## config.mk

```make
export PLATFORM = sky130hd
export DESIGN_NAME = skew_transposer
export DESIGN_NICKNAME = d
export VERILOG_FILES = /design/src/rtl/skewtr_pkg.sv /design/src/rtl/skewtr_bank.sv /design/src/rtl/skewtr_ctrl.sv /design/src/rtl/skew_transposer.sv
export SDC_FILE = /design/constraint.sdc
export NUM_CORES = 1
export LEC_CHECK = 0
export BUFFER_PORTS_ARGS = -buffer_cell sky130_fd_sc_hd__buf_2
export CORE_ASPECT_RATIO = 1.25
export CORE_UTILIZATION = 35
export DETAILED_ROUTE_END_ITERATION = 7
export MAX_ROUTING_LAYER = met4
export PLACE_DENSITY = 0.51
export SKIP_CTS_REPAIR_TIMING = 1
export SYNTH_ARGS = -nofsm -noshare
export SYNTH_HDL_FRONTEND = slang
export SYNTH_SLANG_ARGS = --single-unit
```

## constraint.sdc

```tcl
create_clock -name clk -period 2.2 [get_ports clk]
set_input_delay 0.22 -clock clk [delete_from_list [all_inputs] [get_ports clk]]
set_output_delay 0.22 -clock clk [all_outputs]
set_load 0.02 [all_outputs]
```

## src/rtl/skewtr_pkg.sv

```systemverilog
package skewtr_pkg;

    // Frame tracker: ST_EDGE waits for row 0, ST_MID is inside a matrix.
    typedef enum logic [0:0] {
        ST_EDGE = 1'b0,
        ST_MID  = 1'b1
    } frame_state_t;

endpackage

```

## src/rtl/skewtr_bank.sv

```systemverilog
// One bank of per-lane shift registers. The depth is lane+1 when ASCEND is
// set, and N-lane when it is clear.
module skewtr_bank #(
    parameter int N      = 8,
    parameter int W      = 16,
    parameter bit ASCEND = 1'b1
) (
    input  logic           clk,
    input  logic [N*W-1:0] din,
    output logic [N*W-1:0] dout
);

    for (genvar ln = 0; ln < N; ln++) begin : g_lane
        localparam int DEPTH = ASCEND ? (ln + 1) : (N - ln);
        logic [W-1:0] pipe_q [DEPTH];

        always_ff @(posedge clk) begin
            pipe_q[0] <= din[ln*W +: W];
            for (int s = 1; s < DEPTH; s++) begin
                pipe_q[s] <= pipe_q[s-1];
            end
        end

        assign dout[ln*W +: W] = pipe_q[DEPTH-1];
    end

endmodule

```

## src/rtl/skewtr_ctrl.sv

```systemverilog
// Frame tracker, selector delay chain and valid pipeline.
module skewtr_ctrl
    import skewtr_pkg::*;
#(
    parameter int N  = 8,
    parameter int SW = 3
) (
    input  logic            clk,
    input  logic            rst_n,
    input  logic            in_valid,
    output logic [N*SW-1:0] sel_bus,
    output logic            out_valid
);

    localparam int           LAT  = N + 1;
    localparam logic [SW-1:0] LAST = SW'(N - 1);

    frame_state_t  state_q, state_d;
    logic [SW-1:0] row_q, row_d;
    logic [SW-1:0] sel_q [N];
    logic [LAT-1:0] vld_q;

    // State register
    always_ff @(posedge clk or negedge rst_n) begin
        if (!rst_n) begin
            state_q <= ST_EDGE;
            row_q   <= '0;
        end else begin
            state_q <= state_d;
            row_q   <= row_d;
        end
    end

    // Next state: EDGE_TO_MID on row 0, MID_TO_EDGE on row N-1
    always_comb begin
        state_d = state_q;
        row_d   = row_q;
        unique case (state_q)
            ST_EDGE: begin
                if (in_valid) begin
                    state_d = ST_MID;
                    row_d   = SW'(1);
                end
            end
            ST_MID: begin
                if (in_valid) begin
                    if (row_q == LAST) begin
                        state_d = ST_EDGE;
                        row_d   = '0;
                    end else begin
                        row_d = row_q + 1'b1;
                    end
                end
            end
            default: begin
                state_d = ST_EDGE;
                row_d   = '0;
            end
        endcase
    end

    // Outputs: selector k sees the row count k+1 cycles late; valid delayed N+1
    always_ff @(posedge clk or negedge rst_n) begin
        if (!rst_n) begin
            for (int k = 0; k < N; k++) sel_q[k] <= '0;
            vld_q <= '0;
        end else begin
            sel_q[0] <= row_q;
            for (int k = 1; k < N; k++) sel_q[k] <= sel_q[k-1];
            vld_q <= {vld_q[LAT-2:0], in_valid};
        end
    end

    for (genvar k = 0; k < N; k++) begin : g_sel
        assign sel_bus[k*SW +: SW] = sel_q[k];
    end
    assign out_valid = vld_q[LAT-1];

    // the count steps modulo N on a valid row
    assert_row_step_R6: assert property (@(posedge clk) disable iff (!rst_n)
        in_valid |=> row_q == (($past(row_q) == LAST) ? '0 : $past(row_q) + 1'b1));

    // idle cycles leave the count alone
    assert_row_hold_R6: assert property (@(posedge clk) disable iff (!rst_n)
        !in_valid |=> $stable(row_q) && $stable(state_q));

    // ST_EDGE exactly when the next row is row 0
    assert_state_align_R6: assert property (@(posedge clk) disable iff (!rst_n)
        (state_q == ST_EDGE) == (row_q == '0));

endmodule

```

## src/rtl/skew_transposer.sv

```systemverilog
module skew_transposer #(
    parameter int N = 8,
    parameter int W = 16
) (
    input  logic           clk,
    input  logic           rst_n,
    input  logic           in_valid,
    input  logic [N*W-1:0] in_row,
    output logic           out_valid,
    output logic [N*W-1:0] out_col
);

    localparam int SW      = (N > 1) ? $clog2(N) : 1;
    localparam int LATENCY = N + 1;
    localparam int OW      = $clog2(LATENCY + 2) + 1;

    logic [N*W-1:0]  entry_bus;
    logic [N*W-1:0]  mux_bus;
    logic [N*SW-1:0] sel_bus;

    skewtr_bank #(.N(N), .W(W), .ASCEND(1'b1)) u_entry (
        .clk  (clk),
        .din  (in_row),
        .dout (entry_bus)
    );

    skewtr_ctrl #(.N(N), .SW(SW)) u_ctrl (
        .clk       (clk),
        .rst_n     (rst_n),
        .in_valid  (in_valid),
        .sel_bus   (sel_bus),
        .out_valid (out_valid)
    );

    for (genvar k = 0; k < N; k++) begin : g_mux
        assign mux_bus[k*W +: W] = entry_bus[sel_bus[k*SW +: SW]*W +: W];
    end

    skewtr_bank #(.N(N), .W(W), .ASCEND(1'b0)) u_exit (
        .clk  (clk),
        .din  (mux_bus),
        .dout (out_col)
    );

    // Checker state: rows seen and rows still in flight
    logic          seen_q;
    logic [OW-1:0] inflight_q;

    always_ff @(posedge clk or negedge rst_n) begin
        if (!rst_n) begin
            seen_q     <= 1'b0;
            inflight_q <= '0;
        end else begin
            if (in_valid) seen_q <= 1'b1;
            unique case ({in_valid, out_valid})
                2'b10:   inflight_q <= inflight_q + 1'b1;
                2'b01:   inflight_q <= inflight_q - 1'b1;
                default: inflight_q <= inflight_q;
            endcase
        end
    end

    // no column before any row has entered
    assert_quiet_until_input_R1: assert property (@(posedge clk) disable iff (!rst_n)
        !seen_q |-> !out_valid);

    // each column matches a row still in flight
    assert_no_orphan_column_R2: assert property (@(posedge clk) disable iff (!rst_n)
        out_valid |-> inflight_q != '0);

    // never more rows in flight than the fill latency
    assert_inflight_bound_R2: assert property (@(posedge clk) disable iff (!rst_n)
        inflight_q <= OW'(LATENCY));

endmodule

```

== After elaboration in Yosys (flattened, before gate mapping) ==
Memory sizes are Yosys's and may differ from the RTL's.
Cells that the tools add are included.
Word-level totals
  output and inout bits: 129
  bits of input ports: 131
  flip-flop bits (word level): 37
  bits in writable memories: 1152
  logic and storage cells: 49
  memories kept: 16
Cells by class
  add/sub/neg operators: 1
  reductions and logical operators: 1
  shifts and indexed selects: 8
  mux-type cells: 8
  bitwise logic cells: 1
  equal/unequal tests: 3
Memories
  u_entry.g_lane[7].pipe_q: words 8, width 16, rd ports 8, clocked after memory_dff 0, write ports 8, line skewtr_bank.sv:15  | logic [W-1:0] pipe_q [DEPTH];
  u_exit.g_lane[0].pipe_q: words 8, width 16, rd ports 8, clocked after memory_dff 0, write ports 8, line skewtr_bank.sv:15
  u_entry.g_lane[6].pipe_q: words 7, width 16, rd ports 7, clocked after memory_dff 0, write ports 7, line skewtr_bank.sv:15
  u_exit.g_lane[1].pipe_q: words 7, width 16, rd ports 7, clocked after memory_dff 0, write ports 7, line skewtr_bank.sv:15
  u_entry.g_lane[5].pipe_q: words 6, width 16, rd ports 6, clocked after memory_dff 0, write ports 6, line skewtr_bank.sv:15
  u_exit.g_lane[2].pipe_q: words 6, width 16, rd ports 6, clocked after memory_dff 0, write ports 6, line skewtr_bank.sv:15
  10 more memories
Operator list (number)
  variable part select 128 x 8 -> 16 bit: 8
  two-way mux 3 bit: 3
  one-hot mux 3 bit (2 select lines): 1
  != test 2 bit, second input constant: 2
  adder 3 x 1 -> 3 bit, second input constant: 1
  equality test 3 bit, second input constant: 1
  two-way mux 1 bit: 3
  one-hot mux 1 bit (2 select lines): 1
  AND reduction 2 bit: 1
  NOT 1 bit: 1

== Depth between registers and ports, before layout ==
  depth after elaboration: 4
  gate-level depth with buffers: 4
  gate-level depth less buffers: 4

== By module ==
A second synthesis with hierarchy kept.
Second synthesis, totals
  cell total of the unflattened synthesis: 1786
  area, all modules: 33607.2 µm²
Modules (own cells, without submodules)
  skewtr_bank: seq. area each 11531.1 µm², instances 2, area an instance 12011.5 µm², cells each 640
  skew_transposer: seq. area each 0.0 µm², instances 1, area an instance 8568.2 µm², cells each 456
  skewtr_ctrl: seq. area each 925.9 µm², instances 1, area an instance 1016.0 µm², cells each 50

== Least setup slack after synthesis ==
Ideal clock, no wire load.
  path type: flip-flop to flip-flop
  from: reg u_ctrl.sel_q (netlist bit u_ctrl.sel_bus[0])
  to: mem u_exit.g_lane[0].pipe_q[0][10]
  slack: 0.693 ns
  path buffers: 2
  setup time: 0.121 ns
  arrival: 1.386 ns
  clock period less this slack: 1.507 ns
  stages on the path, launching flop included: 5
  cell sequence: dfrtp_1 > buf_6 > buf_6 > mux4_1 > mux2_2
RTL lines
  start: declaration: line skewtr_ctrl.sv:20  | logic [SW-1:0] sel_q [N];
  end: declaration: line skewtr_bank.sv:15

==> results.toml <==
[placement]
portBuffers = 259
dpl_cell_area_sq_mm = 0.03539
place.gp.congestion = 0.7945
dp_hpwl_mm = 42.92
dp_cells = 3078

[timing]
relSlewSlack_pct = 31.57
fin_worst_skew_ns = 0.02415
period_minus_slack_ns = 1.830
drv_slew = 0
whs_ns = 0.1679
setup_viol = 0
post-route-period-util_pct = 83.20
fmax_mhz = 546.4
finalHoldViolations = 0
tightest_slew_ns = 1.026
rsz0062_at_grt = "false"
fin_setup_tns_ns = 0

[synthesis]
yosysSeqAreaShare_pct = 72.43
synth_edf_count = 0
yosysMostFrequentCell = "dfxtp_1"
synth_ff_type = "dfxtp_1"
ys_types = 17
yosysTopAreaCellShare_pct = 69.63
yosys-top-cells-count = "dfxtp_1, mux4_1, mux2_2"
ys_ff_latch = 1189
synth_nets = 1854
syn-instance-count = 1721
synth_area_leader_cell = "dfxtp_1"
netlist_area_sq_mm = 0.03312
avgSynthCellArea_sq_um = 19.24
yosysWarnings = 0
async_flop_share_pct = 3.112
synthTopCellsByArea = "dfxtp_1, mux4_1, mux2_2"

[finish]
syn_to_final_growth_pct = 22.78
final_cell_count_no_fill = 3418
fin_area_sq_mm = 0.04066
layout.nets = 2248
num-fill-cells = 8087
final_util_pct = 43.55
drive_above_1_share_pct = 30.00

[floorplanning]
dieArea_sq_mm = 0.09587
io_pins = 260
coreArea_sq_mm = 0.09337
start_util_pct = 35.47
fp.dieW_microns = 277.1
rows = 125
dieHeight_microns = 345.9

[clock_tree]
numCtsBuffers = 111
cts_root_buf = "clkbuf_16"
clock_latency_ns = 0.69
clkTransAtPathRegs_ns = 0.06
clock_path_buffers = 3
cts_tree = "yes"
clock_sinks = 1189
h-tree-depth = 3

[flow_run]
maxCapViolCount = 0

[global_route]
track_usage_pct = 14.62
antenna_found_initial = 4
overflow = 0
grt_pass1_vias = 15601
grt_pass1_wl_mm = 101.7
grt_max_degree = 38

[worst_setup_path]
crit_fanout = 16
critPathLaunchType = "flop"
path_class = "reg2reg"
required_ns = 2.77
cp.arrival_ns = 2.40
cp-end-kind = "flop"

[power_and_ir_drop]
p_leak_nw = 16.82
p_per_area_mw_per_mm2 = 1551
max-vdd-ir-drop_mv = 0.6316

[route]
vias = 15142
drc = 0
routedWlPerCell_microns = 20.01
antenna_left = 0
dr.pass1.iters = 5
drt_iter0_markers = 764
finalWirelength_mm = 68.39
vias_per_cell = 4.430

[hold_path]
min_path_type = "in2reg"

[outcome]
status = "finished clean"
==> flip-flops by register name, indices dropped and copies added (netlist names) <==
register               count
u_entry.g_lane.pipe_q    576
u_exit.g_lane.pipe_q     576
u_ctrl.vld_q               9
u_ctrl.row_q               3
u_ctrl.sel_bus            24
u_ctrl.state_q             1
==> worst paths after layout <==
| check | startpoint | end | slack [ns] | cells past startpoint |
|---|---|---|---|---|
| worst min register to register | u_entry.g_lane[2].pipe_q[0][2]$_DFF_P_ | u_entry.g_lane[2].pipe_q[0][18]$_DFF_P_ | 0.32 | 0 |
| worst max-delay path | u_ctrl.sel_bus[12]$_DFF_PN0_ | u_exit.g_lane[4].pipe_q[0][10]$_DFF_P_ | 0.37 | 3 |
| worst min-delay path | in_row[59] | u_entry.g_lane[3].pipe_q[0][11]$_DFF_P_ | 0.17 | 2 |
| worst max register to register | u_ctrl.sel_bus[12]$_DFF_PN0_ | u_exit.g_lane[4].pipe_q[0][10]$_DFF_P_ | 0.37 | 3 |
| min in group asynchronous | rst_n | u_ctrl.row_q[2]$_DFFE_PN0P_ | 0.26 | 2 |
| max in group asynchronous | rst_n | u_ctrl.sel_bus[18]$_DFF_PN0_ | 1.21 | 2 |
==> worst max-delay path, stage by stage (launching register included) <==
cell	delay, ns
dfrtp_2	0.60
buf_12	0.24
mux4_1	0.58
mux2_2	0.27
==> per-layer routing <==
| layer | global-route usage (%) | vias up | wire length (microns) | part of all wire (%) |
|---|---|---|---|---|
| met5 | - | - | 0 | 0 |
| met4 | 5.669 | 0 | 1846 | 2.7 |
| met3 | 2.820 | 124 | 3397 | 5.0 |
| met2 | 22.07 | 442 | 31350 | 46 |
| met1 | 19.39 | 7480 | 31800 | 46 |
| li1 | - | 7096 | - | - |
==> kinds of logic (layout without fill, tap and decap cells) <==
| kind of cell | count (synthesis) | in the layout | share of synthesized area (%) |
|---|---|---|---|
| buffers and inverters | 138 | 627 | 3.045 |
| AOI/OAI and AO/OA | 5 | 5 | 0.09822 |
| other | 0 | 2 | 0 |
| DFF | 1189 | 1189 | 72.43 |
| adders and majority gates | 2 | 2 | 0.07554 |
| muxes | 384 | 384 | 24.30 |
| and+or+nand+nor | 3 | 3 | 0.05667 |
==> power by group <==
part           switching, W  internal [W]
Sequential          0.00332        0.0281
Combinational       0.00528       0.00631
Clock               0.00818        0.0119
==> cell type report <==
type / instances / area [sq um] / share of cell area (%)
Antenna cell: 2 / 5.005 / 0.01231
Clock inverter: 58 / 790.8 / 1.945
Timing Repair Buffer: 417 / 3033 / 7.458
Clock buffer: 150 / 3177 / 7.812
Tap cell: 1206 / 1509 / 3.711
Sequential cell: 1189 / 24020 / 59.06
Multi-Input combinational cell: 394 / 8124 / 19.98
Inverter: 2 / 7.507 / 0.01846
==> metrics by stage <==
| step | power [W] | worst slack, ns |
|---|---|---|
| 2_1_floorplan | 0.03926 | 0.6934 |
| 3_3_place_gp | 0.04339 | 0.3867 |
| 3_5_place_dp | 0.04353 | 0.3753 |
| 4_1_cts | 0.06390 | 0.3611 |
| 5_1_grt | 0.06606 | 0.3039 |
| 6_report | 0.06305 | 0.3697 |
==> layout by cell type (no fill, tap or decap), types with 4 or more instances in the layout <==
cell type and n:
inv_8 4, dfrtp_2 24, clkbuf_1 16, clkbuf_16 113, dfxtp_1 1152, mux4_1 224
clkinv_2 11, dlygate4sd3_1 130, buf_12 18, mux2_2 128, buf_2 259, bufinv_16 14
mux4_2 32, inv_6 7, clkinvlp_4 13, buf_4 10, clkbuf_8 21, clkinv_4 7
dfrtp_1 13
Note: power is estimated with default switching activity, not from simulation.
